[config.mk]
export PLATFORM = sky130hd
export DESIGN_NAME = evt_irq_agg
export DESIGN_NICKNAME = d
export VERILOG_FILES = /design/src/rtl/evt_agg_pkg.sv /design/src/rtl/evt_agg_bank.sv /design/src/rtl/evt_agg_decode.sv /design/src/rtl/evt_irq_agg.sv
export SDC_FILE = /design/constraint.sdc
export NUM_CORES = 1
export LEC_CHECK = 0
export BUFFER_PORTS_ARGS = -buffer_cell sky130_fd_sc_hd__buf_4
export CAP_MARGIN = 20
export CORE_ASPECT_RATIO = 0.7
export CORE_MARGIN = 8
export CORE_UTILIZATION = 41
export DETAILED_ROUTE_END_ITERATION = 7
export PLACE_DENSITY = 0.73
export SLEW_MARGIN = 15
export SYNTH_ARGS = -nofsm -noshare
export SYNTH_HDL_FRONTEND = slang
export SYNTH_SLANG_ARGS = --single-unit
[constraint.sdc]
create_clock -name clk -period 3.4 [get_ports clk]
set_input_delay 0.17 -clock clk [delete_from_list [all_inputs] [get_ports clk]]
set_output_delay 0.17 -clock clk [all_outputs]
set_load 0.02 [all_outputs]
[src/rtl/evt_agg_pkg.sv]
package evt_agg_pkg;
   localparam int NUM_CLASSES = 5;
   localparam int NUM_SLOTS   = NUM_CLASSES + 1;
   localparam int REG_ADDR_W  = 5;

   typedef enum logic [2:0] {
      CLS_FIFO_UNDER = 3'd0,
      CLS_RING_UNDER = 3'd1,
      CLS_RING_OVER  = 3'd2,
      CLS_FREE_MARK  = 3'd3,
      CLS_FULL_MARK  = 3'd4
   } evt_class_e;

   typedef enum logic [1:0] {
      SUB_STATUS = 2'd0,
      SUB_MASK   = 2'd1,
      SUB_MSET   = 2'd2,
      SUB_MCLR   = 2'd3
   } sub_reg_e;

   function automatic logic class_is_capture(int cls);
      return (cls == int'(CLS_RING_OVER)) || (cls == int'(CLS_FULL_MARK));
   endfunction
endpackage

[src/rtl/evt_agg_bank.sv]
module evt_agg_bank #(
   parameter int               WIDTH = 4,
   parameter logic [WIDTH-1:0] LIVE  = '1
) (
   input  logic             clk,
   input  logic             rst_n,
   input  logic [WIDTH-1:0] evt,
   input  logic             clr_we,
   input  logic             mset_we,
   input  logic             mclr_we,
   input  logic [WIDTH-1:0] wdata,
   output logic [WIDTH-1:0] stat,
   output logic [WIDTH-1:0] mask,
   output logic             active
);
   if (WIDTH < 1) begin : g_bad_width
      $error("evt_agg_bank: WIDTH must be at least 1");
   end

   logic [WIDTH-1:0] stat_q, mask_q, clr_bits, stat_d, mask_d;

   assign clr_bits = clr_we ? wdata : '0;
   // the event term is applied after the clear, so a colliding event wins
   assign stat_d   = ((stat_q & ~clr_bits) | evt) & LIVE;

   always_comb begin
      mask_d = mask_q;
      if (mset_we) mask_d = mask_d | wdata;
      if (mclr_we) mask_d = mask_d & ~wdata;
      mask_d = mask_d & LIVE;
   end

   always_ff @(posedge clk) begin
      if (!rst_n) begin
         stat_q <= '0;
         mask_q <= LIVE;
      end else begin
         stat_q <= stat_d;
         mask_q <= mask_d;
      end
   end

   assign stat   = stat_q;
   assign mask   = mask_q;
   assign active = |(stat_q & ~mask_q);
endmodule

[src/rtl/evt_agg_decode.sv]
module evt_agg_decode
   import evt_agg_pkg::*;
#(
   parameter int NSLOT  = NUM_SLOTS,
   parameter int DATA_W = 32
) (
   input  logic                         reg_we,
   input  logic [REG_ADDR_W-1:0]        reg_addr,
   input  logic [NSLOT-1:0][DATA_W-1:0] rd_stat,
   input  logic [NSLOT-1:0][DATA_W-1:0] rd_mask,
   output logic [NSLOT-1:0]             clr_we,
   output logic [NSLOT-1:0]             mset_we,
   output logic [NSLOT-1:0]             mclr_we,
   output logic [DATA_W-1:0]            reg_rdata
);
   localparam int SLOT_W = REG_ADDR_W - 2;

   if (NSLOT > (1 << SLOT_W)) begin : g_bad_slots
      $error("evt_agg_decode: address too narrow for NSLOT");
   end

   logic [SLOT_W-1:0] slot;
   sub_reg_e          sub;

   assign slot = reg_addr[REG_ADDR_W-1:2];
   assign sub  = sub_reg_e'(reg_addr[1:0]);

   for (genvar s = 0; s < NSLOT; s++) begin : g_slot
      logic hit;
      assign hit        = reg_we && (slot == SLOT_W'(s));
      assign clr_we[s]  = hit && (sub == SUB_STATUS);
      assign mset_we[s] = hit && (sub == SUB_MSET);
      assign mclr_we[s] = hit && (sub == SUB_MCLR);
   end

   always_comb begin
      reg_rdata = '0;
      for (int s = 0; s < NSLOT; s++) begin
         if (slot == SLOT_W'(s)) begin
            if (sub == SUB_STATUS) reg_rdata = rd_stat[s];
            else if (sub == SUB_MASK) reg_rdata = rd_mask[s];
         end
      end
   end
endmodule

[src/rtl/evt_irq_agg.sv]
module evt_irq_agg
   import evt_agg_pkg::*;
#(
   parameter int PLAY_PORTS = 4,
   parameter int CAP_PORTS  = 3,
   parameter int DATA_W     = 32
) (
   input  logic                              clk,
   input  logic                              rst_n,
   input  logic [NUM_CLASSES*PLAY_PORTS-1:0] evt_in,
   input  logic                              reg_we,
   input  logic [REG_ADDR_W-1:0]             reg_addr,
   input  logic [DATA_W-1:0]                 reg_wdata,
   output logic [DATA_W-1:0]                 reg_rdata,
   output logic                              irq
);
   localparam logic [PLAY_PORTS-1:0] PLAY_LIVE = '1;
   localparam logic [PLAY_PORTS-1:0] CAP_LIVE  = PLAY_PORTS'((1 << CAP_PORTS) - 1);

   if (CAP_PORTS < 1 || CAP_PORTS > PLAY_PORTS) begin : g_bad_cap
      $error("evt_irq_agg: CAP_PORTS must lie in 1..PLAY_PORTS");
   end
   if (PLAY_PORTS >= DATA_W || NUM_CLASSES >= DATA_W) begin : g_bad_data
      $error("evt_irq_agg: DATA_W too narrow");
   end

   logic [NUM_SLOTS-1:0]                  clr_we, mset_we, mclr_we;
   logic [NUM_SLOTS-1:0][DATA_W-1:0]      rd_stat, rd_mask;
   logic [NUM_CLASSES-1:0][PLAY_PORTS-1:0] cls_stat, cls_mask;
   logic [NUM_CLASSES-1:0]                cls_active, sum_stat, sum_mask;
   logic                                  unused_wdata;

   assign unused_wdata = ^reg_wdata[DATA_W-1:PLAY_PORTS];

   for (genvar c = 0; c < NUM_CLASSES; c++) begin : g_cls
      evt_agg_bank #(
         .WIDTH (PLAY_PORTS),
         .LIVE  (class_is_capture(c) ? CAP_LIVE : PLAY_LIVE)
      ) u_bank (
         .clk     (clk),
         .rst_n   (rst_n),
         .evt     (evt_in[c*PLAY_PORTS +: PLAY_PORTS]),
         .clr_we  (clr_we[c]),
         .mset_we (mset_we[c]),
         .mclr_we (mclr_we[c]),
         .wdata   (reg_wdata[PLAY_PORTS-1:0]),
         .stat    (cls_stat[c]),
         .mask    (cls_mask[c]),
         .active  (cls_active[c])
      );
      assign rd_stat[c] = DATA_W'(cls_stat[c]);
      assign rd_mask[c] = DATA_W'(cls_mask[c]);
   end

   evt_agg_bank #(
      .WIDTH (NUM_CLASSES),
      .LIVE  ('1)
   ) u_summary (
      .clk     (clk),
      .rst_n   (rst_n),
      .evt     (cls_active),
      .clr_we  (clr_we[NUM_CLASSES]),
      .mset_we (mset_we[NUM_CLASSES]),
      .mclr_we (mclr_we[NUM_CLASSES]),
      .wdata   (reg_wdata[NUM_CLASSES-1:0]),
      .stat    (sum_stat),
      .mask    (sum_mask),
      .active  (irq)
   );
   assign rd_stat[NUM_CLASSES] = DATA_W'(sum_stat);
   assign rd_mask[NUM_CLASSES] = DATA_W'(sum_mask);

   evt_agg_decode #(
      .NSLOT  (NUM_SLOTS),
      .DATA_W (DATA_W)
   ) u_decode (
      .reg_we    (reg_we),
      .reg_addr  (reg_addr),
      .rd_stat   (rd_stat),
      .rd_mask   (rd_mask),
      .clr_we    (clr_we),
      .mset_we   (mset_we),
      .mclr_we   (mclr_we),
      .reg_rdata (reg_rdata)
   );
endmodule

======== Yosys cells after proc, flatten, opt, wreduce, memory -nomap -nowiden ========
Cells that the tools add are included.
W data, S select, Z words.
storage, ports and cells
  logic and storage cells ................. 132
  flip-flop bits (word level) ............. 46
  bits of input ports ..................... 60
cells by class
  mux-type cells .......................... 36
  equal/unequal tests ..................... 8
  reductions and logical operators ........ 32
  bitwise logic cells ..................... 44
operators by type and width
  cell                  count
  $mux W32              17
  $mux W4               10
  $and A4 B4 Y4         9
  $not A4 Y4            7
  $logic_and A1 B1 Y1   24
  $or A4 B4 Y4          6
  $reduce_or A4 Y1      5
  $mux W3               6
  $and A5 B5 Y5         3
  $mux W5               3
  $not A5 Y5            3
  $and A3 B3 Y3         4
  $or A3 B3 Y3          4
  $or A5 B5 Y5          2
  $and A3 B4 Y4         2
  $not A3 Y4            2
  $eq A3 B2 Y1 const B  2
  $eq A3 B3 Y1 const B  2
  $not A3 Y3            2
  $reduce_or A5 Y1      1
  $eq A2 B2 Y1 const B  2
  $eq A3 B1 Y1 const B  1
  $logic_not A3 Y1      1
  $eq A2 B1 Y1 const B  1
  $logic_not A2 Y1      1

======== Depth between registers and ports, before layout ========
Gate-level depths: netlist (run 1).
  depth after elaboration ................. 19
  mapped depth ............................ 6

======== Hierarchy ========
Synthesis (run 1) repeated with hierarchy kept, for this count alone.
unflattened totals
  cell total of the unflattened synthesis .. 633
  area, all modules ....................... 5368.9 um^2
by module, submodules not included
  module                               times used  cells each  area an instance (um^2)
  evt_agg_decode                       1           412         3510.9
  evt_agg_bank at g_cls[0].u_bank ...  3           37          316.6
  evt_agg_bank at g_cls[2].u_bank ...  2           31          255.2
  evt_agg_bank at u_summary            1           47          394.1
  evt_irq_agg                          1           1           3.8

======== Worst setup path after synthesis (run 1) ========
OpenSTA, ideal clock, no wires.
  path kind ............................... in2out
  from .................................... in reg_addr[0]
  to ...................................... out reg_rdata[3]
  data arrival time ....................... 1.235 ns
  stages .................................. 5
  setup slack ............................. 1.995 ns
  cell sequence ........................... buf_2 > buf_2 > mux4_2 > nand2_1 > a21oi_1
on the way
  longest elaborated chain between the ends .. 19
  elaborated cells between the ends (all ways) .. 20
  those cells by class .................... 1 x eq/ne; 18 x mux; 1 x reduce/logical
RTL lines
  element          line                  RTL
  start, declared  evt_irq_agg.sv:12     input logic [REG_ADDR_W-1:0] reg_addr,
  $eq A2 B1 Y1     evt_agg_decode.sv:41  else if (sub == SUB_MASK) reg_rdata = rd_mask[s];
  $mux W4          evt_agg_decode.sv:41
  $mux W32         evt_agg_decode.sv:40  if (sub == SUB_STATUS) reg_rdata = rd_stat[s];
  $mux W32         evt_agg_decode.sv:39  if (slot == SLOT_W'(s)) begin
  $mux W32         evt_agg_decode.sv:41
  $mux W32         evt_agg_decode.sv:40
  $mux W32         evt_agg_decode.sv:39
  $mux W32         evt_agg_decode.sv:41
  [3 not listed]   -
  $mux W32         evt_agg_decode.sv:40
  $mux W32         evt_agg_decode.sv:39
  $mux W32         evt_agg_decode.sv:41
  $mux W32         evt_agg_decode.sv:40
  $mux W32         evt_agg_decode.sv:39
  $mux W32         evt_agg_decode.sv:41
  $mux W32         evt_agg_decode.sv:40
  $mux W32 *       evt_agg_decode.sv:39
  end, declared    evt_irq_agg.sv:14     output logic [DATA_W-1:0] reg_rdata,
Mark *: on every way between the ends. The rest lies on a longest branch, timed or not.

==> summary.md, run 1 <==
| Metric | Value |
|---|---|
| First-pass GRT wire length | `11100 um` |
| Capturing point of the worst reg2reg path | `u_summary.stat[1]$_SDFF_PN0_` |
| #FFs+latches synth | `46` |
| RSZ-0062 raised after global routing | `false` |
| Port bufs | `36` |
| Post-CTS resize count | `0` |
| Final setup fails | `0` |
| CTS tree | `done` |
| Pleak | `about 1.2 nW` |
| Worst path top cell family by delay | `multiplexers` |
| Final slew viol count | `0` |
| Outcome | `complete, no violations` |
| Hold Vio Cnt, Final | `0` |
| Crit-path cells | `mux4_2, mux2i_1, or3_1, o221ai_1, buf_4` |
| Worst stage delay on the critical path | `between 0.4 and 0.5 ns` |
| Row count | `24` |
| Dpl ws | `between 1.5 and 2 ns` |
| WS Path Type | `register to output port` |
| Final period utilization | `0.574` |
| Post-Synthesis Mean Instance Area | `about 8.7 um2` |
| Synth area leader | `dfxtp_1` |
| Vias post-DR | `2267` |
| Postcts setup bufs | `0` |
| Core area | `6130 um2` |
| Ys flop type | `dfxtp_1` |
| Synth warn | `0` |
| Fmax | `roughly 510 MHz` |
| Drt first pass iters | `5` |
| Die Y | `82.1 um` |
| Clk_skew | `between 0.005 and 0.006 ns` |
| Data arrival, critical path | `roughly 1.8 ns` |
| Reg2reg start | `g_cls[1].u_bank.stat[2]$_SDFF_PN0_` |
| Drt wl/cell | `between 15 and 20 um` |
| Compound-gate portion of the synthesized area | `0.218` |
| Most frequent cell after synthesis | `dfxtp_1` |
| Synth area leaders | `dfxtp_1 36%, buf_4 7.9%, a221o_1 5.1%` |
| Mux cell area share after synthesis | `0.102` |
| Ports | `slightly above 90` |
| Reg2reg setup slack | `2.44 ns` |
| Gpl congestion | `roughly 0.84` |
| Initial Util | `0.418` |
| Clock Root Buffer | `clkbuf_8` |
| Worst vdd ir | `0.000135 V` |
| Post-synth EDFFs | `0` |
| Largest net degree at the start of global routing | `33` |
| Hpwl dp | `~5200 um` |
| Worst path depth | `5` |
| Max-cap violations | `0` |
| Power Dens Cells | `410 nW/um2` |
| Vias per cell | `5.68` |
| Synthesized-area fraction occupied by adder cells | `0` |
| Simple logic cell fraction of the synthesized area | `0.176` |
| Synth Area in XOR/XNOR | `0` |
| Total CTS buffers | `5` |
| Syn Inst Count | `295` |
| Cell area after synthesis | `around 2600 um2` |
| CTS clk-pin slew, worst paths | `about 0.09 ns` |
| Number of global-route vias before repair | `between 2000 and 2500` |
| GRT overflow | `0` |
| Die area | `just over 9000 um2` |
| DRC | `0` |
| Gr usage total | `0.153` |
| Worst hold slack | `between 0.06 and 0.07 ns` |
| Final antenna-violating net count | `0` |
| Initial antenna violation count | `0` |
| Worst Hold Depth | `3` |
| CP required | `3.23 ns` |
| R2R cell count | `3` |
| Final nets | `380` |
| CP max-delay cell | `mux4_2` |
| Hold endpoint | `g_cls[2].u_bank.stat[1]$_SDFF_PN0_` |
| H-tree levels | `2` |
| Worst Hold Launch | `evt_in[9]` |
| Worst-path fanout max | `3` |
| Register area share after synthesis | `0.360` |
| Worst slew margin | `0.481` |
| Most frequent cells after synthesis | `46 x dfxtp_1, 27 x buf_4, 25 x nand2_1, 23 x inv_1` |
| Clk sinks | `46` |
| Drt total wl | `about 7100 um` |
| Area Overhead vs Synth | `11.5%` |
| Hold Buf Count CTS | `0` |
| Worst min path class | `input pin to register` |
| Worst-Margin Slew | `between 0.7 and 0.8 ns` |
| Ant diodes | `0` |
| Crit path time final | `1.95 ns` |
| Setup crit start kind | `register` |
| Layout cells sized above 1 | `0.171` |
| Crit end category | `output port` |
| Setup ws final | `1.45 ns` |
| Iteration-0 DRC Markers | `207` |
| TNS Setup | `0 ns` |
| Die width | `110 um` |
| Largest family of logic cells by synthesized area | `compound AO/OA/AOI/OAI gates` |
| FFs w/ async S/R, synth | `0` |
| Buf+Inv Stages, Crit Path | `1` |
| Clk_lat worst skew | `approximately 0.30 ns` |
| Clk buf depth | `2` |
| Netlist cell types | `42` |
| Synth top area share | `0.360` |
[cell type report]
| type | count | area (um2) |
|---|---|---|
| Clock buffer | 5 | 68.8 |
| Clock inverter | 3 | 40.0 |
| Fill cell | 623 | 3270 |
| Inverter | 23 | 86.3 |
| Multi-Input combinational cell | 208 | 1370 |
| Sequential cell | 46 | 921 |
| Tap cell | 78 | 97.6 |
| Timing Repair Buffer | 36 | 270 |
[how the worst max path moves through the flow]
| stage | from | end | slack, ns |
|---|---|---|---|
| after floorplan | reg_addr[0] | reg_rdata[3] | 2.00 |
| after global placement | reg_addr[2] | reg_rdata[0] | 1.67 |
| after detailed placement | reg_addr[2] | reg_rdata[0] | 1.66 |
| after CTS | register | reg_rdata[1] | 1.47 |
| after global routing | register | reg_rdata[1] | 1.38 |
| final | register | reg_rdata[1] | 1.45 |
[layout by cell type, fill, tap and decap left out, types with 2 or more instances in the layout]
cell and n:
o31a_1 5, o21a_1 8, nor3_1 3, nor2_1 17
inv_1 23, mux4_2 5, a21oi_1 21, and3_1 2
a221o_1 13, nand2_1 25, mux2i_1 11, o22ai_1 9
nor2b_1 3, conb_1 27, dfxtp_1 46, a21boi_0 3
nand2b_1 3, clkbuf_8 5, o211ai_1 10, buf_4 36
o221ai_1 3, nand3_1 21, clkinv_2 2, or3_1 2
[stage by stage]
stage	power, mW	area (um2)	cells	utilization
global placement	0.765	2750	391	0.449
finish	1.17	2860	399	0.466
global route	1.22	2860	399	0.466
detailed placement	0.769	2750	391	0.449
floorplan	0.726	2660	321	-
CTS	1.17	2860	399	0.466
[where the power goes]
part / internal (mW) / switching, mW / leakage [nW]
combinational: 0.0708 / 0.118 / 0.779
sequential: 0.558 / 0.0130 / 0.378
clock: 0.217 / 0.195 / 0.0579
[worst register-to-register path: cells and delay by family, from the launching register on]
| family | cells | cell delay, ns |
|---|---|---|
| DFF | 1 | 0.31 |
| buffers and inverters | 1 | 0.10 |
| AOI/OAI and AO/OA | 2 | 0.43 |
[cell families after synthesis]
kind of cell / count (synthesis)
flops: 46
buf+inv: 67
compound gates: 77
other cells: 1
mux: 18
simple gates: 86
[metal layers]
| layer | track usage | vias to the layer above | share of wire |
|---|---|---|---|
| li1 | - | 1063 | - |
| met1 | 0.219 | 1076 | 0.48 |
| met2 | 0.215 | 119 | 0.41 |
| met3 | 0.0382 | 9 | 0.098 |
| met4 | 0.0550 | 0 | 0.010 |
| met5 | 0 | - | 0 |
(Power assumes the default switching activity.)
==> run 2, diff against run 1 <==
==> constraint.sdc (replaced) <==
create_clock -name clk -period 2 [get_ports clk]
set_input_delay 0.1 -clock clk [delete_from_list [all_inputs] [get_ports clk]]
set_output_delay 0.1 -clock clk [all_outputs]
set_load 0.02 [all_outputs]
==> run 2 against run 1 <==
- sequential power up 70%
- via count up 0.62%
- clock skew shrank 0.0015 ns
- non-clock buffer count is 11 higher
- clock power grew 42%
- sequential share of layout area fell by 0.99 points
- critical path depth unchanged
- final cell count increased by 2.8%
- critical path type unchanged
==> summary.md, run 2 (synthesized netlist as in run 1, its figures left out) <==
| Metric | Value |
|---|---|
| Outcome | `complete, no violations` |
| GRT overflow | `0` |
| Die Y | `a little over 80 um` |
| Hold Vio Cnt, Final | `0` |
| Hpwl dp | `roughly 5200 um` |
| Worst min path class | `input pin to register` |
| Gpl congestion | `~0.84` |
| RSZ-0062 raised after global routing | `false` |
| Iteration-0 DRC Markers | `approximately 140` |
| Most frequent cells in the layout | `46 x dfxtp_1, 37 x buf_4, 27 x conb_1` |
| Final slew viol count | `0` |
| First-pass GRT wire length | `11100 um` |
| TNS Setup | `0 ns` |
| Drt first pass iters | `4` |
| Area Overhead vs Synth | `15.0%` |
| Pleak | `between 1 and 1.5 nW` |
| Die area | `around 9100 um2` |
| Final setup fails | `0` |
| Core area | `6130 um2` |
| Sw Ratio | `0.280` |
| Die width | `roughly 110 um` |
| Layout cells sized above 1 | `0.166` |
| Number of global-route vias before repair | `between 2000 and 2500` |
| Post-CTS resize count | `0` |
| Clock Root Buffer | `clkbuf_8` |
| Port bufs | `36` |
| Final period utilization | `0.934` |
| Worst vdd ir | `0.000358 V` |
| Vias post-DR | `2281` |
| Clk sinks | `46` |
| Worst Hold Depth | `3` |
| Gate power share | `0.178` |
| Setup crit start kind | `register` |
| Max-cap violations | `0` |
| Drt total wl | `6960 um` |
| H-tree levels | `2` |
| CTS clk-pin slew, worst paths | `~0.08 ns` |
| Largest net degree at the start of global routing | `33` |
| Initial antenna violation count | `0` |
| Final nets | `between 300 and 400` |
| Clk buf depth | `2` |
| Ports | `93` |
| Capturing point of the worst reg2reg path | `u_summary.stat[1]$_SDFF_PN0_` |
| Gr usage total | `0.153` |
| Crit end category | `output port` |
| WS Path Type | `register to output port` |
| Power Dens Cells | `642 nW/um2` |
| DRC | `0` |
| Worst slew margin | `0.483` |
| Clk pwr share | `0.309` |
| Hold endpoint | `g_cls[2].u_bank.stat[2]$_SDFF_PN0_` |
| Worst Hold Launch | `evt_in[10]` |
| Fmax | `between 500 and 600 MHz` |
| Reg2reg start | `g_cls[1].u_bank.stat[2]$_SDFF_PN0_` |
| Sequential share of power | `0.513` |
| Data arrival, critical path | `between 1.5 and 2 ns` |
| Clk_lat worst skew | `approximately 0.30 ns` |
| Vias per cell | `5.56` |
| Initial Util | `0.418` |
| Reg2reg setup slack | `roughly 1.0 ns` |
| Total CTS buffers | `5` |
| Drt wl/cell | `~17 um` |
| Worst-Margin Slew | `approximately 0.78 ns` |
| Ant diodes | `0` |
| Row count | `24` |
| R2R cell count | `3` |
| CP required | `between 1.5 and 2 ns` |
| Crit path time final | `1.87 ns` |
| Final antenna-violating net count | `0` |
| Int Power | `around 1.4 mW` |
| Clk_skew | `between 0.004 and 0.005 ns` |
| Worst hold slack | `around 0.0047 ns` |
| Psw | `around 530 uW` |
| Worst-path fanout max | `3` |
| Most common cell after layout, fill and taps aside | `dfxtp_1` |
| CTS tree | `done` |
-- run 2: changes by cell type in the layout (fill, tap and decap cells not counted) --
cell | before | now
clkbuf_8 | 5 | 6
clkinv_2 | 2 | 1
bufinv_16 | 1 | 0
buf_4 | 36 | 37
clkbuf_1 | 0 | 1
dlygate4sd3_1 | 0 | 10
-- run 2: worst max path at each step --
stage,to,cells past startpoint
floorplan,reg_rdata[0],4
global placement,g_cls[0].u_bank.stat[1]$_SDFF_PN0_,5
detailed placement,g_cls[0].u_bank.stat[3]$_SDFF_PN0_,5
CTS,reg_rdata[1],5
global route,reg_rdata[1],5
finish,reg_rdata[1],5
-- run 2: final cells by class --
type	instances	area [um2]
clock buffers	7	86.3
flip-flops and latches	46	921
repair buffers	47	378
fillers	608	3180
multi-input cells	208	1370
inverters	23	86.3
well taps	78	97.6
clock inverters	1	5.00
-- run 2: per-layer routing --
layer	share of wire	vias up	routed length, um	track usage
met2	0.43	107	2990	0.221
met5	0	-	0	0
met3	0.11	6	786	0.0455
met4	0.0076	0	53	0.0456
met1	0.45	1076	3130	0.214
li1	-	1092	-	-
-- run 2: power groups by stage --
stage	combinational, mW	sequential [mW]	clock [mW]
3_5_place_dp	0.316	0.991	0
3_3_place_gp	0.311	0.990	0
4_1_cts	0.330	0.970	0.603
2_1_floorplan	0.252	0.983	0
6_report	0.336	0.970	0.585
5_1_grt	0.364	0.974	0.652
-- run 2: critical path: stages (launching register included) --
cell,delay (ns)
dfxtp_1,0.33
mux4_2,0.48
mux2i_1,0.13
or3_1,0.16
o221ai_1,0.16
buf_4,0.20
-- run 2: repair_timing --
action,in CTS,in global routing
endpoints found under the hold margin,8,2
buffers inserted,0,0
hold buffers,8,2
-- run 2: per-stage QoR --
stage               instances  total power [mW]  cell area, um2  worst slack, ns   util
finish                    410              1.89            2950            0.131  0.481
global route              410              1.99            2950           0.0266  0.481
CTS                       408              1.90            2930            0.140  0.478
detailed placement        392              1.31            2760            0.359  0.450
global placement          392              1.30            2760            0.389  0.450
floorplan                 321              1.24            2660            0.675      -
==> run 3, diff against run 2 <==
--- a/config.mk
+++ b/config.mk
@@ -11,6 +11,7 @@
 export CORE_MARGIN = 8
 export CORE_UTILIZATION = 41
 export DETAILED_ROUTE_END_ITERATION = 7
+export MAX_ROUTING_LAYER = met4
 export PLACE_DENSITY = 0.73
 export SLEW_MARGIN = 15
 export SYNTH_ARGS = -nofsm -noshare
==> run 3 against run 2 <==
- setup slack improved by 0.0015 ns
- final cell count unchanged
- clock-buffer cell count unchanged
- core utilization unchanged
- worst hold slack better by 0.0015 ns
- via count increased by 0.35%
- total power about the same
- flip-flop and latch count stayed put
- maximum frequency barely moved
- sequential share of layout area did not move
- critical path depth stayed put
==> summary.md, run 3 (synthesized netlist as in run 1, its figures left out) <==
| Metric | Value |
|---|---|
| Outcome | `complete, no violations` |
| Iteration-0 DRC Markers | `about 160` |
| Number of global-route vias before repair | `approximately 2100` |
| Vias post-DR | `between 2000 and 2500` |
| DRC | `0` |
| Pleak | `~1.3 nW` |
| Buf+Inv Stages, Crit Path | `1` |
| Ant diodes | `0` |
| Worst vdd ir | `0.000359 V` |
| Worst stage delay on the critical path | `0.49 ns` |
| Clk_lat worst skew | `roughly 0.3 ns` |
| Drt total wl | `~7000 um` |
| Post-CTS resize count | `0` |
| Most common cell after layout, fill and taps aside | `dfxtp_1` |
| Clock Root Buffer | `clkbuf_8` |
| Die Y | `82.1 um` |
| Max-cap violations | `0` |
| Clk buf depth | `2` |
| Setup crit start kind | `register` |
| Hold Vio Cnt, Final | `0` |
| Drt first pass iters | `4` |
| Die area | `between 9000 and 10000 um2` |
| CTS clk-pin slew, worst paths | `approximately 0.08 ns` |
| CP max-delay cell | `mux4_2` |
| CP required | `around 1.9 ns` |
| Worst-Margin Slew | `~0.76 ns` |
| Reg2reg start | `g_cls[1].u_bank.stat[2]$_SDFF_PN0_` |
| Wl on met1 | `approximately 3200 um` |
| Crit end category | `output port` |
| Crit path time final | `1.87 ns` |
| Final antenna-violating net count | `0` |
| Total CTS buffers | `5` |
| Gpl congestion | `roughly 0.85` |
| Row count | `24` |
| Worst path top cell family by delay | `multiplexers` |
| Total power | `1.89 mW` |
| Drt wl/cell | `~17 um` |
| Data arrival, critical path | `approximately 1.8 ns` |
| CTS tree | `done` |
| R2R cell count | `3` |
| Largest net degree at the start of global routing | `33` |
| Hold endpoint | `g_cls[2].u_bank.stat[2]$_SDFF_PN0_` |
| H-tree levels | `2` |
| Worst-path fanout max | `3` |
| Final nets | `about 400` |
| First-pass GRT wire length | `between 10000 and 15000 um` |
| Dpl ws | `0.359 ns` |
| Highest Signal Layer | `met4` |
| Design Area, Final | `slightly below 3000 um2` |
| Capturing point of the worst reg2reg path | `u_summary.stat[1]$_SDFF_PN0_` |
| Worst slew margin | `0.492` |
| Initial antenna violation count | `0` |
| Final period utilization | `0.934` |
| Area Overhead vs Synth | `15.0%` |
| Final setup fails | `0` |
| GRT overflow | `0` |
| Layout cells sized above 1 | `0.166` |
| WL met3 | `728 um` |
| Port bufs | `36` |
| Hpwl dp | `roughly 5200 um` |
| Clk_skew | `about 0.0050 ns` |
| Core area | `6130 um2` |
| RSZ-0062 raised after global routing | `false` |
| Most frequent cells in the layout | `46 x dfxtp_1, 37 x buf_4, 27 x conb_1` |
| Met2 wire length | `2990 um` |
| Worst Hold Depth | `3` |
| Gr usage total | `0.158` |
| Placed cell areas | `approximately 2800 um2` |
| Worst Hold Launch | `evt_in[10]` |
| Crit-path cells | `mux4_2, mux2i_1, or3_1, o221ai_1, buf_4` |
| Reg2reg setup slack | `1.04 ns` |
| Ports | `93` |
| Fmax | `approximately 540 MHz` |
| Final slew viol count | `0` |
| Initial Util | `0.418` |
| WS Path Type | `register to output port` |
| Power Dens Cells | `642 nW/um2` |
| Clk sinks | `46` |
| Worst min path class | `input pin to register` |
| TNS Setup | `0 ns` |
| Vias per cell | `5.58` |
| Die width | `between 100 and 150 um` |
| Setup ws final | `0.133 ns` |
==> run 3: layer usage <==
metal	GRT usage	up-vias
met5	-	-
met4	0.0456	0
met3	0.0397	6
met2	0.219	113
met1	0.219	1079
li1	-	1091
==> run 3: worst reg2reg max path, stage by stage, from the launching register on <==
cell and delay (ns):
dfxtp_1 0.31, inv_1 0.11, o22ai_1 0.13, o31a_1 0.31
==> run 3: what timing repair did <==
item                                   CTS  global route
hold buffers                             8             2
endpoints found under the hold margin    8             2
buffers inserted                         0             0
setup endpoints to repair                0             0
==> run 3: worst max-delay path by stage <==
stage / start / endpoint / slack, ns / cells after the start
2_1_floorplan: g_cls[3].u_bank.stat[0]$_SDFF_PN0_ / reg_rdata[0] / 0.67 / 4
3_3_place_gp: reg_addr[0] / g_cls[0].u_bank.stat[1]$_SDFF_PN0_ / 0.39 / 5
3_5_place_dp: reg_addr[0] / g_cls[0].u_bank.stat[3]$_SDFF_PN0_ / 0.36 / 5
4_1_cts: register / reg_rdata[1] / 0.14 / 5
5_1_grt: register / reg_rdata[1] / 0.03 / 5
6_report: register / reg_rdata[1] / 0.13 / 5
==> run 3: metrics by stage <==
step | hold WS (ns) | util | instances
3_5_place_dp | 0.313 | 0.450 | 392
3_3_place_gp | 0.304 | 0.450 | 392
4_1_cts | 0.00119 | 0.478 | 408
2_1_floorplan | 0.217 | - | 321
5_1_grt | 0.00297 | 0.481 | 410
6_report | 0.00613 | 0.481 | 410
==> run 3: area by class of cell <==
cell class | instances | area [um2]
Fill cell | 608 | 3180
Multi-Input combinational cell | 208 | 1370
Sequential cell | 46 | 921
Timing Repair Buffer | 47 | 378
Tap cell | 78 | 97.6
Clock buffer | 7 | 86.3
Inverter | 23 | 86.3
Clock inverter | 1 | 5.00
==> run 3: power breakdown <==
group          total, mW  switching, mW  internal, mW
Sequential         0.970         0.0222         0.948
Combinational      0.337          0.203         0.134
Clock              0.585          0.306         0.279
